$ cat src/rtl/tu_search_pkg.sv
package tu_search_pkg;

  localparam int TU_FIRST = 32;
  localparam int TU_STEP  = 2;
  localparam int TU_LAST  = 64;
  localparam int TU_W     = 7;
  localparam int SCALE    = 1000;
  localparam int FRAC_W   = 10;
  localparam int FRAC_LO  = 100;
  localparam int FRAC_HI  = 850;
  localparam int TU_LSB   = 8;
  localparam int RST_BIT  = 16;

  typedef struct packed {
    logic latchIn;
    logic startDivA;
    logic startDivB;
    logic captureSym;
    logic stepTu;
    logic commitOk;
    logic commitErr;
  } ctrlStrobe_t;

  typedef struct packed {
    logic divDone;
    logic candOk;
    logic tuLast;
    logic argZero;
  } dpStatus_t;

endpackage

$ cat src/rtl/tu_restoring_div.sv
module tu_restoring_div #(
  parameter int W = 16
) (
  input  logic         clk,
  input  logic         rstN,
  input  logic         start,
  input  logic [W-1:0] dividend,
  input  logic [W-1:0] divisor,
  output logic [W-1:0] quotient,
  output logic [W-1:0] remainder,
  output logic         done
);
  localparam int CNT_W = $clog2(W + 1);

  logic [W-1:0]     quoR;
  logic [W-1:0]     remR;
  logic [W-1:0]     divR;
  logic [CNT_W-1:0] cnt;
  logic             running;
  logic             doneR;
  logic [W:0]       shifted;
  logic [W:0]       trial;

  assign shifted = {remR, quoR[W-1]};
  assign trial   = shifted - {1'b0, divR};

  always_ff @(posedge clk or negedge rstN) begin
    if (!rstN) begin
      quoR    <= '0;
      remR    <= '0;
      divR    <= '0;
      cnt     <= '0;
      running <= 1'b0;
      doneR   <= 1'b0;
    end else if (start) begin
      quoR    <= dividend;
      remR    <= '0;
      divR    <= divisor;
      cnt     <= CNT_W'(W);
      running <= 1'b1;
      doneR   <= 1'b0;
    end else if (running) begin
      if (!trial[W]) begin
        remR <= trial[W-1:0];
        quoR <= {quoR[W-2:0], 1'b1};
      end else begin
        remR <= shifted[W-1:0];
        quoR <= {quoR[W-2:0], 1'b0};
      end
      cnt <= cnt - CNT_W'(1);
      if (cnt == CNT_W'(1)) begin
        running <= 1'b0;
        doneR   <= 1'b1;
      end
    end else begin
      doneR <= 1'b0;
    end
  end

  assign quotient  = quoR;
  assign remainder = remR;
  assign done      = doneR;

endmodule

$ cat src/rtl/tu_search_dp.sv
module tu_search_dp
  import tu_search_pkg::*;
#(
  parameter int PIX_W   = 20,
  parameter int DEPTH_W = 5,
  parameter int LANE_W  = 3,
  parameter int RATE_W  = 12,
  parameter int WORD_W  = 32
) (
  input  logic                clk,
  input  logic                rstN,
  input  ctrlStrobe_t         strobe,
  input  logic [PIX_W-1:0]    pixClkKhz,
  input  logic [DEPTH_W-1:0]  colorDepth,
  input  logic                is422,
  input  logic [LANE_W-1:0]   laneCount,
  input  logic [RATE_W-1:0]   linkRateMhz,
  output dpStatus_t           status,
  output logic                done,
  output logic                searchErr,
  output logic [WORD_W-1:0]   cfgWord
);
  localparam int BPP_W = DEPTH_W + 2;
  localparam int NUM_W = PIX_W + BPP_W + TU_W;
  localparam int DEN_W = LANE_W + RATE_W + 3;
  localparam int DIV_W = (NUM_W > DEN_W) ? NUM_W : DEN_W;

  logic [PIX_W-1:0]   pixR;
  logic [DEPTH_W-1:0] depthR;
  logic               is422R;
  logic [LANE_W-1:0]  lanesR;
  logic [RATE_W-1:0]  rateR;
  logic [TU_W-1:0]    tuR;
  logic [DIV_W-1:0]   symR;
  logic [FRAC_W-1:0]  fracR;

  logic [BPP_W-1:0]   bpp;
  logic [DIV_W-1:0]   product;
  logic [DIV_W-1:0]   linkCap;
  logic [DIV_W-1:0]   divNum;
  logic [DIV_W-1:0]   divDen;
  logic [DIV_W-1:0]   divQuo;
  logic [DIV_W-1:0]   divRem;
  logic               divStart;
  logic               divDone;

  // Sample-size rule: two components per pixel for 4:2:2, three otherwise
  assign bpp = is422R ? BPP_W'({depthR, 1'b0})
                      : BPP_W'(depthR) * BPP_W'(3);

  assign product = DIV_W'(tuR) * DIV_W'(pixR) * DIV_W'(bpp);
  assign linkCap = (DIV_W'(lanesR) * DIV_W'(rateR)) << 3;

  // Pass A: payload over link capacity; pass B: split into whole and thousandths
  assign divStart = strobe.startDivA | strobe.startDivB;
  assign divNum   = strobe.startDivA ? product : divQuo;
  assign divDen   = strobe.startDivA ? linkCap : DIV_W'(SCALE);

  tu_restoring_div #(.W(DIV_W)) u_div (
    .clk       (clk),
    .rstN      (rstN),
    .start     (divStart),
    .dividend  (divNum),
    .divisor   (divDen),
    .quotient  (divQuo),
    .remainder (divRem),
    .done      (divDone)
  );

  always_ff @(posedge clk or negedge rstN) begin
    if (!rstN) begin
      pixR   <= '0;
      depthR <= '0;
      is422R <= 1'b0;
      lanesR <= '0;
      rateR  <= '0;
      tuR    <= '0;
      symR   <= '0;
      fracR  <= '0;
    end else begin
      if (strobe.latchIn) begin
        pixR   <= pixClkKhz;
        depthR <= colorDepth;
        is422R <= is422;
        lanesR <= laneCount;
        rateR  <= linkRateMhz;
        tuR    <= TU_W'(TU_FIRST);
      end else if (strobe.stepTu) begin
        tuR <= tuR + TU_W'(TU_STEP);
      end
      if (strobe.captureSym) begin
        symR  <= divQuo;
        fracR <= divRem[FRAC_W-1:0];
      end
    end
  end

  logic symBigEnough;
  logic headroomOk;
  logic fracOk;

  assign symBigEnough = symR > DIV_W'(1);
  assign headroomOk   = ({1'b0, symR} + (DIV_W+1)'(4)) <= (DIV_W+1)'(tuR);
  assign fracOk       = (fracR >= FRAC_W'(FRAC_LO)) && (fracR <= FRAC_W'(FRAC_HI));

  assign status.divDone = divDone;
  assign status.candOk  = symBigEnough && headroomOk && fracOk;
  assign status.tuLast  = tuR >= TU_W'(TU_LAST);
  assign status.argZero = (lanesR == '0) || (rateR == '0);

  always_ff @(posedge clk or negedge rstN) begin
    if (!rstN) begin
      done      <= 1'b0;
      searchErr <= 1'b0;
      cfgWord   <= '0;
    end else if (strobe.commitOk) begin
      done      <= 1'b1;
      searchErr <= 1'b0;
      cfgWord   <= '0;
      cfgWord[7:0]                <= symR[7:0];
      cfgWord[TU_LSB +: 8]        <= 8'(tuR);
      cfgWord[RST_BIT]            <= 1'b1;
    end else if (strobe.commitErr) begin
      done      <= 1'b1;
      searchErr <= 1'b1;
      cfgWord   <= '0;
    end else if (strobe.latchIn) begin
      done      <= 1'b0;
      searchErr <= 1'b0;
      cfgWord   <= '0;
    end else begin
      done <= 1'b0;
    end
  end

endmodule

$ cat src/rtl/tu_search_ctrl.sv
module tu_search_ctrl
  import tu_search_pkg::*;
(
  input  logic        clk,
  input  logic        rstN,
  input  logic        start,
  input  dpStatus_t   status,
  output ctrlStrobe_t strobe,
  output logic        busy
);
  typedef enum logic [2:0] {
    ST_IDLE,
    ST_ARGS,
    ST_DIV_A,
    ST_DIV_B,
    ST_JUDGE
  } state_t;

  state_t state;
  state_t stateNext;

  always_comb begin
    stateNext = state;
    strobe    = '0;
    unique case (state)
      ST_IDLE: begin
        if (start) begin
          strobe.latchIn = 1'b1;
          stateNext      = ST_ARGS;
        end
      end
      ST_ARGS: begin
        if (status.argZero) begin
          strobe.commitErr = 1'b1;
          stateNext        = ST_IDLE;
        end else begin
          strobe.startDivA = 1'b1;
          stateNext        = ST_DIV_A;
        end
      end
      ST_DIV_A: begin
        if (status.divDone) begin
          strobe.startDivB = 1'b1;
          stateNext        = ST_DIV_B;
        end
      end
      ST_DIV_B: begin
        if (status.divDone) begin
          strobe.captureSym = 1'b1;
          stateNext         = ST_JUDGE;
        end
      end
      ST_JUDGE: begin
        if (status.candOk) begin
          strobe.commitOk = 1'b1;
          stateNext       = ST_IDLE;
        end else if (status.tuLast) begin
          strobe.commitErr = 1'b1;
          stateNext        = ST_IDLE;
        end else begin
          strobe.stepTu = 1'b1;
          stateNext     = ST_ARGS;
        end
      end
      default: stateNext = ST_IDLE;
    endcase
  end

  always_ff @(posedge clk or negedge rstN) begin
    if (!rstN) state <= ST_IDLE;
    else       state <= stateNext;
  end

  assign busy = (state != ST_IDLE);

endmodule

$ cat src/rtl/tu_fill_search.sv
module tu_fill_search
  import tu_search_pkg::*;
#(
  parameter int PIX_W   = 20,
  parameter int DEPTH_W = 5,
  parameter int LANE_W  = 3,
  parameter int RATE_W  = 12,
  parameter int WORD_W  = 32
) (
  input  logic               clk,
  input  logic               rstN,
  input  logic               start,
  input  logic [PIX_W-1:0]   pixClkKhz,
  input  logic [DEPTH_W-1:0] colorDepth,
  input  logic               is422,
  input  logic [LANE_W-1:0]  laneCount,
  input  logic [RATE_W-1:0]  linkRateMhz,
  output logic               busy,
  output logic               done,
  output logic               searchErr,
  output logic [WORD_W-1:0]  cfgWord
);
  ctrlStrobe_t strobe;
  dpStatus_t   status;

  tu_search_ctrl u_ctrl (
    .clk    (clk),
    .rstN   (rstN),
    .start  (start),
    .status (status),
    .strobe (strobe),
    .busy   (busy)
  );

  tu_search_dp #(
    .PIX_W   (PIX_W),
    .DEPTH_W (DEPTH_W),
    .LANE_W  (LANE_W),
    .RATE_W  (RATE_W),
    .WORD_W  (WORD_W)
  ) u_dp (
    .clk         (clk),
    .rstN        (rstN),
    .strobe      (strobe),
    .pixClkKhz   (pixClkKhz),
    .colorDepth  (colorDepth),
    .is422       (is422),
    .laneCount   (laneCount),
    .linkRateMhz (linkRateMhz),
    .status      (status),
    .done        (done),
    .searchErr   (searchErr),
    .cfgWord     (cfgWord)
  );

endmodule

$ cat config.mk
export PLATFORM = sky130hd
export DESIGN_NAME = tu_fill_search
export DESIGN_NICKNAME = d
export VERILOG_FILES = /design/src/rtl/tu_search_pkg.sv /design/src/rtl/tu_restoring_div.sv /design/src/rtl/tu_search_dp.sv /design/src/rtl/tu_search_ctrl.sv /design/src/rtl/tu_fill_search.sv
export SDC_FILE = /design/constraint.sdc
export NUM_CORES = 1
export LEC_CHECK = 0
export BUFFER_PORTS_ARGS = -buffer_cell sky130_fd_sc_hd__buf_2
export CORE_AREA = 10 10 218 220
export DETAILED_ROUTE_END_ITERATION = 10
export DIE_AREA = 0 0 228 230
export PLACE_DENSITY = 0.83
export SETUP_SLACK_MARGIN = 0.02
export SLEW_MARGIN = 0
export SYNTH_ARGS = -nofsm -noshare
export SYNTH_HDL_FRONTEND = slang
export SYNTH_HIERARCHICAL = 1
export SYNTH_SLANG_ARGS = --single-unit
export TNS_END_PERCENT = 100
$ cat constraint.sdc
create_clock -name clk -period 15.93 [get_ports clk]
set_input_delay 0 -clock clk [delete_from_list [all_inputs] [get_ports clk]]
set_output_delay 0 -clock clk [all_outputs]
set_load 0.02 [all_outputs]
==> summary.txt <==
CTS
  – Clock root buffer: clkbuf_16
  – CTS Buf Count: 26
  – CTS Hold Bufs: 42
  – CTS tree: done
  – Max clock buf depth: 3
  – H-tree depth: 1
  – CTS resizes: 0
  – Worst-Skew Late Latency: 0.57 ns
  – Clock slew at reported path FFs: about 0.060 ns
  – Setup Buffers After CTS: 0
  – CTS Sinks: 221

Placement
  – Area after DPL: roughly 24000 um2
  – GP Congestion: 0.975
  – Detailed placement HPWL: 43300 um
  – PortBufs: 61
  – Dpl ws: 6.34 ns

Timing
  – Tmin final: 9.76 ns
  – Worst slew pin tran: 1.42 ns
  – RSZ-0062 raised after global routing: false
  – Period utilisation layout: 0.613
  – Slew Limit Fails: 0
  – Max Clk Rate: 102 MHz
  – Layout Skew: 0.0187 ns
  – Final Hold Vio Count: 0
  – Setup-failing EPs final: 0
  – Fin Setup TNS: 0 ns
  – WHS: 0.138 ns
  – Relative slew slack: 0.0437
  – Worst Setup Slack, final: about 6.2 ns

Floorplanning
  – Die width: approximately 230 um
  – DIE AREA: 52400 um2
  – Die height: 230 um
  – Core area: 42900 um2
  – # IOs: 79
  – Initial Utilization: 0.546
  – Row cnt: 76

Detailed routing
  – Drt initial violations: 1508
  – Post-Route WL: 58500 um
  – TritonRoute pass-1 iters: 6
  – DRC viols: 0
  – ANT nets after route: 0
  – Via count: 18800
  – WL per Instance: between 15 and 20 um
  – Post-DR vias/cell: 5.83

Yosys
  – Synth warn: 6
  – Synth area leader: dfrtp_1
  – Number of synthesized flops with an enable pin: 0
  – Post-synth ARST share: 1.00
  – Cells after Synth: about 2600
  – Dominant synthesized flop cell: dfrtp_1
  – Flops & latches, synth: roughly 220
  – Syn_area_per_cell: 9.12 um2
  – Post-Syn Area: around 23000 um2
  – Top-area cell type share of the netlist area: 0.236
  – Synth cell types: 95
  – Sequential-to-total area share from yosys stat: 0.236
  – Synth top area cells: dfrtp_1 24%, fa_1 18%, ha_1 9.4%

Layout
  – Commonest non-fill, non-tap cell in the layout: nand2_1
  – Nets: roughly 3000
  – Fillers: approximately 3500
  – FF/Latch Area: 5530 um2
  – Fin area: 25400 um2
  – Area delta synth->final: 8.48%
  – Most frequent cells in the layout: 283 x nand2_1, 239 x inv_1, 220 x dfrtp_1
  – Multi-input logic area: 16600 um2
  – Share of cells above drive strength 1: 0.0988
  – Diode count: 0

Worst setup path
  – CP Launch Type: flop
  – Crit path largest cell delay: 1.00 ns
  – Crit Path Class: reg2reg
  – Most common cell on crit path: fa_1
  – Critical Path AT: 10.24 ns
  – CP max FO: 29
  – Slowest stage cell, crit path: dfrtp_1
  – WP data required: ~16 ns
  – CP endpoint kind: flop

Run
  – Max capacitance violation total: 0

Global routing
  – Largest net degree at the start of global routing: 138
  – Antenna violations before repair: 0
  – Met3 Use GR: 0.0336
  – Met1 usage: 0.276
  – Busiest grt layer: met2
  – GRT Overall Usage: 0.222
  – GR Layer Usage met2: 0.391
  – Grt ovf: 0
  – Number of global-route vias before repair: slightly below 20000
  – First-pass GRT wire length: roughly 99000 um

Outcome
  – Status: finished clean

Min path
  – Hold Path Class: in2reg
[worst max-delay path: cells and delay by family, from the launching register on]
family          cells  cell delay (ns)
flops               1             1.00
simple gates        6             1.03
buf+inv             2             0.12
xor+xnor            1             0.57
fa+ha+maj          10             4.53
compound gates     12             2.37
[through the flow]
step                      cells  utilization
after floorplan            2611            -
after global placement     3142        0.563
after detailed placement   3142        0.563
after CTS                  3226        0.592
after global routing       3226        0.592
final                      3226        0.592
[sequential cells by signal, summed over array words and instances, names as in the netlist, 5 cells and up]
| signal | flops |
|---|---|
| u_dp/symR | 34 |
| u_dp/u_div/divR | 34 |
| u_dp/u_div/quotient | 34 |
| u_dp/u_div/remainder | 34 |
| u_dp/pixR | 20 |
| u_dp/cfgWord | 15 |
| u_dp/rateR | 12 |
| u_dp/fracR | 10 |
| u_dp/tuR | 6 |
| u_dp/u_div/cnt | 6 |
| u_dp/depthR | 5 |
[synth_stat cells (19+ instances only)]
cell / count
dfrtp_1: 221
mux2_2: 111
nand2b_1: 30
xnor2_1: 61
and2_1: 112
inv_1: 239
buf_1: 20
ha_1: 176
o21ai_0: 131
a21o_1: 49
nor2_1: 204
nor3_1: 22
and3_1: 20
nand4_1: 19
clkbuf_1: 81
a31oi_1: 22
nand3_1: 50
a211oi_1: 39
a21oi_1: 102
xor2_1: 40
fa_1: 209
mux2i_1: 69
nand2_1: 283
[logic make-up after synthesis]
logic type	Yosys count	synth area share
fa+ha+maj	385	0.273
compound gates	478	0.133
other cells	2	0.000321
buf+inv	366	0.0635
mux	180	0.0829
flops	221	0.236
simple gates	830	0.171
xor+xnor	105	0.0406
[worst paths after layout]
kind / to / cells after the start / slack [ns] / start
max: u_dp/u_div/quotient[30] / 31 / 6.17 / u_dp/tuR[1]
min: u_dp/tuR[3] / 3 / 0.14 / start
min reg2reg: u_dp/cfgWord[16] / 1 / 0.49 / u_dp/cfgWord[16]
min in group asynchronous: u_dp/u_div/cnt[4] / 2 / 0.16 / rstN
max reg2reg: u_dp/u_div/quotient[30] / 31 / 6.17 / u_dp/tuR[1]
max in group asynchronous: u_dp/u_div/divR[21] / 3 / 14.12 / rstN
[final cells by class]
cell class	instances	area share
clock buffer	37	0.0288
clock inverter	5	0.00360
inverter	240	0.0355
multi-input combinational	2024	0.653
sequential	221	0.218
tap	585	0.0288
timing repair buffer	114	0.0322
[routing by layer]
layer  vias to the layer above  part of all wire
li1                       8749                 -
met1                      9314              0.41
met2                       607              0.50
met3                       123             0.058
met4                         0             0.028
met5                         -                 0
Power is left out: the tool's default activity adds up to more than one toggle a clock period on the data nets, which glitch-free logic cannot reach.
